File: config.mk
export PLATFORM = sky130hd
export DESIGN_NAME = act_transposer
export DESIGN_NICKNAME = d
export VERILOG_FILES = /design/src/rtl/act_txp_pkg.sv /design/src/rtl/act_txp_rst_sync.sv /design/src/rtl/act_txp_serializer.sv /design/src/rtl/act_txp_delay.sv /design/src/rtl/act_transposer.sv
export SDC_FILE = /design/constraint.sdc
export NUM_CORES = 1
export LEC_CHECK = 0
export BUFFER_PORTS_ARGS = -buffer_cell sky130_fd_sc_hd__buf_2
export CAP_MARGIN = 20
export CORE_MARGIN = 8
export CORE_UTILIZATION = 30
export CTS_BUF_LIST = sky130_fd_sc_hd__clkbuf_16
export DETAILED_ROUTE_END_ITERATION = 8
export PLACE_DENSITY = 0.59
export REMOVE_ABC_BUFFERS = 1
export SLEW_MARGIN = 15
export SYNTH_ARGS = -nofsm -noshare
export SYNTH_HDL_FRONTEND = slang
export SYNTH_HIERARCHICAL = 1
export SYNTH_SLANG_ARGS = --single-unit
export TNS_END_PERCENT = 20
File: constraint.sdc
create_clock -name clk_i -period 3.3 [get_ports clk_i]
set_input_delay 0.66 -clock clk_i [delete_from_list [all_inputs] [get_ports clk_i]]
set_output_delay 0.66 -clock clk_i [all_outputs]
set_load 0.1 [all_outputs]
File: src/rtl/act_txp_pkg.sv
package act_txp_pkg;
  localparam int unsigned LANE_W   = 16;
  localparam int unsigned NARROW_W = 8;
  localparam int unsigned IDX_W    = $clog2(LANE_W);

  typedef enum logic {
    PREC_NARROW = 1'b0,
    PREC_WIDE   = 1'b1
  } prec_e;

  typedef logic [IDX_W-1:0] bit_idx_t;

  localparam bit_idx_t TOP_WIDE   = bit_idx_t'(LANE_W - 1);
  localparam bit_idx_t TOP_NARROW = bit_idx_t'(NARROW_W - 1);
endpackage

File: src/rtl/act_txp_rst_sync.sv
module act_txp_rst_sync #(
  parameter int unsigned STAGES = 2
) (
  input  logic clk_i,
  input  logic rst_ni,
  output logic rst_sync_no
);
  logic [STAGES-1:0] sync_q;
  logic [STAGES-1:0] sync_d;

  always_comb begin
    sync_d[0] = 1'b1;
    for (int k = 1; k < STAGES; k++) sync_d[k] = sync_q[k-1];
  end

  always_ff @(posedge clk_i or negedge rst_ni) begin
    if (!rst_ni) sync_q <= '0;
    else         sync_q <= sync_d;
  end

  assign rst_sync_no = sync_q[STAGES-1];
endmodule

File: src/rtl/act_txp_serializer.sv
module act_txp_serializer
  import act_txp_pkg::*;
#(
  parameter int unsigned ROWS = 4
) (
  input  logic                   clk_i,
  input  logic                   rst_ni,
  input  logic                   in_valid_i,
  output logic                   in_ready_o,
  input  logic [ROWS*LANE_W-1:0] in_data_i,
  input  logic                   prec_wide_i,
  output logic [ROWS-1:0]        col_o,
  output logic                   valid_o,
  output logic                   msb_o,
  output logic                   zero_o
);
  logic     busy_q, busy_d;
  bit_idx_t idx_q, idx_d;
  prec_e    prec_q, prec_d;
  logic     accept;
  logic [LANE_W-1:0] lanes_q [ROWS];

  assign in_ready_o = !busy_q || (idx_q == '0);
  assign accept     = in_valid_i && in_ready_o;

  // next-state process
  always_comb begin
    busy_d = busy_q;
    idx_d  = idx_q;
    prec_d = prec_q;
    if (accept) begin
      busy_d = 1'b1;
      prec_d = prec_e'(prec_wide_i);
      idx_d  = prec_wide_i ? TOP_WIDE : TOP_NARROW;
    end else if (busy_q) begin
      if (idx_q == '0) busy_d = 1'b0;
      else             idx_d  = idx_q - 1'b1;
    end
  end

  // control registers
  always_ff @(posedge clk_i or negedge rst_ni) begin
    if (!rst_ni) begin
      busy_q <= 1'b0;
      idx_q  <= '0;
      prec_q <= PREC_NARROW;
    end else begin
      busy_q <= busy_d;
      idx_q  <= idx_d;
      prec_q <= prec_d;
    end
  end

  // word holding registers, loaded on acceptance only
  for (genvar r = 0; r < ROWS; r++) begin : g_lane
    always_ff @(posedge clk_i) begin
      if (accept) lanes_q[r] <= in_data_i[r*LANE_W +: LANE_W];
    end
    assign col_o[r] = busy_q && lanes_q[r][idx_q];
  end

  assign valid_o = busy_q;
  assign msb_o   = busy_q && (idx_q == ((prec_q == PREC_WIDE) ? TOP_WIDE : TOP_NARROW));
  assign zero_o  = busy_q && (col_o == '0);
endmodule

File: src/rtl/act_txp_delay.sv
module act_txp_delay #(
  parameter int unsigned DEPTH = 1
) (
  input  logic clk_i,
  input  logic rst_ni,
  input  logic din_i,
  output logic dout_o
);
  logic [DEPTH-1:0] sr_q;
  logic [DEPTH-1:0] sr_d;

  always_comb begin
    sr_d[0] = din_i;
    for (int k = 1; k < DEPTH; k++) sr_d[k] = sr_q[k-1];
  end

  always_ff @(posedge clk_i or negedge rst_ni) begin
    if (!rst_ni) sr_q <= '0;
    else         sr_q <= sr_d;
  end

  assign dout_o = sr_q[DEPTH-1];
endmodule

File: src/rtl/act_transposer.sv
module act_transposer
  import act_txp_pkg::*;
#(
  parameter int unsigned ROWS = 4
) (
  input  logic                   clk_i,
  input  logic                   rst_ni,
  input  logic                   in_valid_i,
  output logic                   in_ready_o,
  input  logic [ROWS*LANE_W-1:0] in_data_i,
  input  logic                   prec_wide_i,
  output logic [ROWS-1:0]        ser_bits_o,
  output logic                   col_valid_o,
  output logic                   col_msb_o,
  output logic                   col_zero_o
);
  logic            rst_core_n;
  logic [ROWS-1:0] col_bits;

  act_txp_rst_sync #(.STAGES(2)) u_rst (
    .clk_i       (clk_i),
    .rst_ni      (rst_ni),
    .rst_sync_no (rst_core_n)
  );

  act_txp_serializer #(.ROWS(ROWS)) u_ser (
    .clk_i       (clk_i),
    .rst_ni      (rst_core_n),
    .in_valid_i  (in_valid_i),
    .in_ready_o  (in_ready_o),
    .in_data_i   (in_data_i),
    .prec_wide_i (prec_wide_i),
    .col_o       (col_bits),
    .valid_o     (col_valid_o),
    .msb_o       (col_msb_o),
    .zero_o      (col_zero_o)
  );

  // diagonal skew: row r sees its bit r cycles later
  for (genvar r = 0; r < ROWS; r++) begin : g_row
    if (r == 0) begin : g_direct
      assign ser_bits_o[r] = col_bits[r];
    end else begin : g_delayed
      act_txp_delay #(.DEPTH(r)) u_dly (
        .clk_i  (clk_i),
        .rst_ni (rst_core_n),
        .din_i  (col_bits[r]),
        .dout_o (ser_bits_o[r])
      );
    end
  end
endmodule

==> results of run 1 <==
layer usage:
metal	up-vias	share of wire (%)	global-route usage, %
li1	783	-	-
met4	0	1.7	4.10
met3	9	7.0	4.57
met1	810	44	11.9
met5	-	0	0
met2	44	48	14.6
registers in the layout (all words and copies together), names as in the netlist:
name	cells
g_row.g_delayed.u_dly/dout_o	1
g_row.g_delayed.u_dly/sr_q	5
u_rst/sync_q	2
u_ser/idx_q	4
u_ser/lanes_q	64
u_ser/prec_q	1
u_ser/valid_o	1
stage by stage:
stage                     instances  hold slack [ns]  setup TNS, ns
after global placement          362            0.246              0
after floorplan                 144            0.147         -66.83
after detailed placement        362            0.243              0
after CTS                       378           0.0944              0
final                           378           0.0995              0
after global routing            378           0.0970              0
cell type report:
type	instances	area, sq um
fillers	982	6180
flip-flops and latches	78	2270
multi-input cells	63	718
inverters	3	11.3
clock buffers	9	225
repair buffers	82	458
well taps	136	170
clock inverters	7	57.6
cell usage after synthesis:
library cell	number	area share (%)
dfrtp_1	14	11
buf_2	5	0.82
xor2_1	1	0.29
mux4_1	7	6.0
nor4_2	1	0.41
or2_2	1	0.20
inv_1	3	0.37
nand3b_1	1	0.25
or3b_2	1	0.29
o211ai_2	1	0.41
nor3b_1	2	0.49
o21ai_0	3	0.49
o211ai_1	1	0.25
nor3_1	1	0.16
nor2_1	2	0.25
mux2_2	1	0.37
o311a_1	1	0.33
a21oi_1	2	0.33
conb_1	1	0.12
nand2b_1	2	0.41
a22oi_1	1	0.25
buf_12	1	0.65
nand2_1	4	0.49
o31ai_1	1	0.25
nand4_1	2	0.41
a22oi_2	1	0.41
and3_1	1	0.20
and2_1	2	0.41
edfxtp_1	64	63
mux2i_1	3	0.98
and3b_1	1	0.29
nor2b_1	1	0.20
nand3_1	4	0.65
mux4_2	9	6.6
o22ai_1	2	0.41
clkbuf_1	1	0.12
ha_1	2	0.82
buf_6	1	0.37
cells by family (layout without fill, tap and decap cells):
logic type | Yosys count | count (layout)
flip-flops | 78 | 78
AND/OR/NAND/NOR | 26 | 26
multiplexers | 20 | 20
AO/OA/AOI/OAI | 13 | 13
buffers and inverters | 11 | 101
adder cells (fa/ha/maj) | 2 | 2
other | 1 | 1
XOR/XNOR | 1 | 1
power by group through the flow:
| stage | registers (W) | clock network (W) | logic [W] |
|---|---|---|---|
| 5_1_grt | 0.00140 | 0.00100 | 0.00142 |
| 3_5_place_dp | 0.00140 | 0 | 0.00134 |
| 2_1_floorplan | 0.00161 | 0 | 0.000758 |
| 4_1_cts | 0.00138 | 0.000956 | 0.00134 |
| 6_report | 0.00137 | 0.000935 | 0.00132 |
| 3_3_place_gp | 0.00140 | 0 | 0.00132 |
worst paths after layout:
| kind | endpoint | slack, ns | depth (start not counted) |
|---|---|---|---|
| worst max-delay path | col_zero_o | 0.17 | 6 |
| worst min-delay path | u_rst/sync_q[1]$_DFF_PN0_ | 0.1 | 1 |
| worst max register to register | u_ser/prec_q$_DFFE_PN0P_ | 0.64 | 8 |
| worst min register to register | g_row[3].g_delayed.u_dly/sr_q[2]$_DFF_PN0_ | 0.22 | 0 |
| max in group asynchronous | u_ser/valid_o$_DFF_PN0_ | 2.73 | 0 |
| min in group clk_i | u_rst/sync_q[1]$_DFF_PN0_ | 0.35 | 0 |
==> metrics.md, run 1 <==
| Metric | Value |
|---|---|
| Status | complete, no violations |
| Switching Share | 35.4% |
| Initial DRC Count | 71 |
| Vias post-DR | 1,646 |
| Cell Area, Placed | 0.00363 sq mm |
| CTS buffer count | 9 |
| Hpwl dp | 4660 um |
| Die Span X | 117 um |
| Cell area after synthesis | 0.00306 sq mm |
| CP endpoint kind | primary output |
| Post-synthesis adder-cell area fraction | 0.818% |
| Final worst path period share | 94.9% |
| Sequential share of power | 37.9% |
| #FFs+latches synth | 78 |
| YS warnings | 6 |
| Die ar. | 0.0137 sq mm |
| Skew-Pair Late Insertion Delay | 0.33 ns |
| Most frequent cells in the layout | 73 x buf_2, 64 x edfxtp_1, 14 x dfrtp_1 |
| P_leak | 1.49 nW |
| Area added between synthesis and finish | 27.8% |
| Crit path largest cell delay | 0.53 ns |
| Row cnt | 37 |
| Clock power frac | 25.8% |
| Reg2reg start | u_ser/idx_q[0]$_DFFE_PN0P_ |
| Hold violation count in the final report | 0 |
| Xor and xnor area share after synthesis | 0.286% |
| Internal power | 0.00234 W |
| Root Buffer | clkbuf_16 |
| Ratio of cells with drive above 1 in the final layout | 45.5% |
| Clk slew on worst S/H paths | 0.06 ns |
| Drt first pass iters | 4 |
| Relative slew slack | 64.6% |
| Mapped Cells | 152 |
| PortBufs | 75 |
| WP buf/inv | 2 |
| Mean instance size in the synthesized netlist | 20.1 sq um |
| Seq/Total Area, Yosys | 74.2% |
| Setup WS post-layout | 0.169 ns |
| Initial Util | 30.3% |
| Compound-cell area share of the yosys netlist | 3.11% |
| Pwr Density | 927 mW/mm^2 |
| Largest family of logic cells by synthesized area | multiplexers |
| Fin nets | 307 |
| First-pass GRT wire length | 9740 um |
| Post-cts gate resize count | 0 |
| Vias per std cell | 4.35 |
| Initial antenna violation count | 0 |
| Count of cell types in the netlist | 38 |
| Commonest non-fill, non-tap cell in the layout | buf_2 |
| Final RePlAce weighted congestion | 0.730 |
| CP Data Required Time | 2.64 ns |
| Fmax | 0.319 GHz |
| Die height | 117 um |
| Tightest Pin Transition | 0.532 ns |
| Critical Path AT | 2.47 ns |
| Detail Route Antenna Nets | 0 |
| Clk sink count | 78 |
| Worst Clk Skew | 0.00454 ns |
| Simple-gate share of the synthesized area | 5.11% |
| Top Ports | 76 |
| First element of the critical path | u_ser/idx_q[1]$_DFFE_PN0P_ |
| CTS tree | done |
| H-tree Lvls | 3 |
| Slowest cell on crit path | mux4_2 |
| Worst Setup Start Kind | flip-flop |
| Max-cap violations | 0 |
| Portion of netlist area occupied by mux cells | 14.0% |
| VDD IR max | 0.000469 V |
| CP Class | flip-flop to primary output |
| Wirelength, routed | 6180 um |
| Final Max Slew Viols | 0 |
| GRT Overall Usage | 9.73% |
| Number of global-route vias before repair | 1,807 |
| Total grt overflow | 0 |
| Comb pwr share | 36.3% |
| Max clock buf depth | 2 |
| Largest delay share family, worst path | multiplexers |
| Worst Path Max Fanout | 18 |
| RSZ-0062 raised after global routing | no |
| Design Power | 0.00363 W |
| Largest net degree at the start of global routing | 26 |
| Place WS | 0.501 ns |
| Antenna Cells | 0 |
| Switching power total | 0.00128 W |
| Drt wl/cell | 16.3 um |
| Final instance area | 0.00391 sq mm |
| Tmin final | 3.13 ns |
| Final core utilization | 38.8% |
| DRC | 0 |
| Critical-path cell list | buf_4, mux4_2, o22ai_1, o21ai_0, nor4_2, buf_12 |
| Hold-fix buffers, CTS | 0 |
| Core area | 0.0101 sq mm |
| Endpoints failing setup | 0 |
| # Post-CTS Setup Buffers | 0 |
| Worst Hold Class | primary input to async pin |
(Power assumes the default switching activity.)
==> inputs of run 2 (changes only) <==
--- a/config.mk
+++ b/config.mk
@@ -11,7 +11,6 @@
 export CORE_UTILIZATION = 30
 export CTS_BUF_LIST = sky130_fd_sc_hd__clkbuf_16
 export DETAILED_ROUTE_END_ITERATION = 8
-export PLACE_DENSITY = 0.59
 export REMOVE_ABC_BUFFERS = 1
 export SLEW_MARGIN = 15
 export SYNTH_ARGS = -nofsm -noshare
==> constraint.sdc (replaced) <==
create_clock -name clk_i -period 3.4 [get_ports clk_i]
set_input_delay 0.68 -clock clk_i [delete_from_list [all_inputs] [get_ports clk_i]]
set_output_delay 0.68 -clock clk_i [all_outputs]
set_load 0.1 [all_outputs]
==> run 2 against run 1 <==
Via count rose by 1.8%. Non-clock buffer count is 1 lower. Flip-flop and latch count stayed put. Largest cell class unchanged. Clock skew increased by 0.0014 ns. Worst hold slack improved by 0.026 ns. Highest routed layer unchanged. Critical path type unchanged.
==> metrics.md, run 2 (synthesized netlist as in run 1, its figures left out) <==
| Metric | Value |
|---|---|
| Die Span X | 117 um |
| Clk sink count | 78 |
| Row cnt | 37 |
| Worst Path Max Fanout | 9 |
| Die ar. | 0.0137 sq mm |
| Final RePlAce weighted congestion | 0.741 |
| RSZ-0062 raised after global routing | no |
| Worst Clk Skew | 0.00598 ns |
| Detail Route Antenna Nets | 0 |
| Core area | 0.0101 sq mm |
| Fin nets | 306 |
| Die height | 117 um |
| CP endpoint kind | primary output |
| Vias post-DR | 1,676 |
| CTS tree | done |
| Drt wl/cell | 16.7 um |
| PortBufs | 75 |
| Wirelength, routed | 6300 um |
| Setup TNS | 0 ns |
| Status | complete, no violations |
| Endpoints failing setup | 0 |
| Cell Area, Placed | 0.00361 sq mm |
| Fmax | 0.322 GHz |
| Setup WS post-layout | 0.296 ns |
| Drt first pass iters | 4 |
| VDD IR max | 0.000445 V |
| Clk slew on worst S/H paths | 0.06 ns |
| Place WS | 0.613 ns |
| Critical Path AT | 2.42 ns |
| Top flop regs | u_ser/lanes_q x64, g_row.g_delayed.u_dly/sr_q x5, u_ser/idx_q x4 |
| CP Class | flip-flop to primary output |
| Final worst path period share | 91.3% |
| Max-cap violations | 0 |
| First-pass GRT wire length | 9780 um |
| Total grt overflow | 0 |
| CTS buffer count | 9 |
| Reg2reg start | u_ser/idx_q[1]$_DFFE_PN0P_ |
| Hold WS | 0.126 ns |
| Reg2reg path depth | 7 |
| Reg-to-reg endpoint | u_ser/lanes_q[0][5]$_DFFE_PP_ |
| Antenna Cells | 0 |
| Worst Hold Class | primary input to async pin |
| Number of global-route vias before repair | 1,806 |
| Pwr Density | 917 mW/mm^2 |
| Top Ports | 76 |
| # Post-CTS Setup Buffers | 0 |
| Largest net degree at the start of global routing | 34 |
| Initial antenna violation count | 0 |
| Hold violation count in the final report | 0 |
| Hpwl dp | 4680 um |
| Final instance area | 0.00393 sq mm |
| Final Max Slew Viols | 0 |
| Area added between synthesis and finish | 28.4% |
| Most frequent cells in the layout | 74 x buf_2, 64 x edfxtp_1, 14 x dfrtp_1 |
| Largest register FFs | 64 |
| Commonest non-fill, non-tap cell in the layout | buf_2 |
| Design Power | 0.00360 W |
| Tightest Pin Transition | 0.512 ns |
| Root Buffer | clkbuf_16 |
| GRT Overall Usage | 9.86% |
| H-tree Lvls | 3 |
| Post-cts gate resize count | 0 |
| Worst Setup Start Kind | flip-flop |
| Register with the most flip-flops | u_ser/lanes_q |
| P_leak | 1.51 nW |
| DRC | 0 |
| Vias per std cell | 4.45 |
| Hold-fix buffers, CTS | 0 |
| Ratio of cells with drive above 1 in the final layout | 46.9% |
| Relative slew slack | 66.1% |
| Initial DRC Count | 62 |
| CP Data Required Time | 2.72 ns |
| Tmin final | 3.10 ns |
| Skew-Pair Late Insertion Delay | 0.33 ns |
| Worst R2R Setup Slack | 0.65 ns |
| Max clock buf depth | 2 |
| Initial Util | 30.3% |
run 2: cell type report:
class	instances	area (sq um)
inverter	3	11.3
tap	136	170
sequential	78	2270
multi-input combinational	63	718
fill	984	6160
clock inverter	7	96.3
clock buffer	9	225
timing repair buffer	81	435
run 2: how the worst max path moves through the flow:
stage                          startpoint    endpoint  slack [ns]  depth (start not counted)
6_report       u_ser/idx_q[1]$_DFFE_PN0P_  in_ready_o        0.30                          6
5_1_grt        u_ser/idx_q[0]$_DFFE_PN0P_  col_zero_o         0.1                          6
3_5_place_dp   u_ser/idx_q[0]$_DFFE_PN0P_  col_zero_o        0.61                          6
4_1_cts        u_ser/idx_q[0]$_DFFE_PN0P_  col_zero_o        0.26                          6
2_1_floorplan  u_ser/idx_q[0]$_DFFE_PN0P_  col_zero_o       -1.60                          4
3_3_place_gp   u_ser/idx_q[0]$_DFFE_PN0P_  col_zero_o        0.66                          6
run 2: metal layers:
layer | wire length, um | GRT usage, % | share of wire, %
met1 | 2710 | 12.1 | 43
met2 | 2960 | 14.7 | 47
met3 | 552 | 4.36 | 8.8
met4 | 74 | 4.35 | 1.2
met5 | 0 | 0 | 0
run 2: power by group:
group          internal [W]  leakage [nW]  switching (W)
clock network      0.000646         0.160       0.000369
logic              0.000456         0.606       0.000771
registers           0.00124         0.742       0.000120
run 2: through the flow:
stage          utilization (%)  std cells
3_5_place_dp              35.7        361
3_3_place_gp              35.7        361
2_1_floorplan                -        144
4_1_cts                   38.9        377
5_1_grt                   38.9        377
6_report                  38.9        377
run 2: worst max-delay path, cell delays in order, from the launching register on:
cell,delay (ns)
dfrtp_1,0.50
buf_4,0.24
inv_1,0.06
ha_1,0.17
or3b_2,0.48
nand2_1,0.17
buf_2,0.46
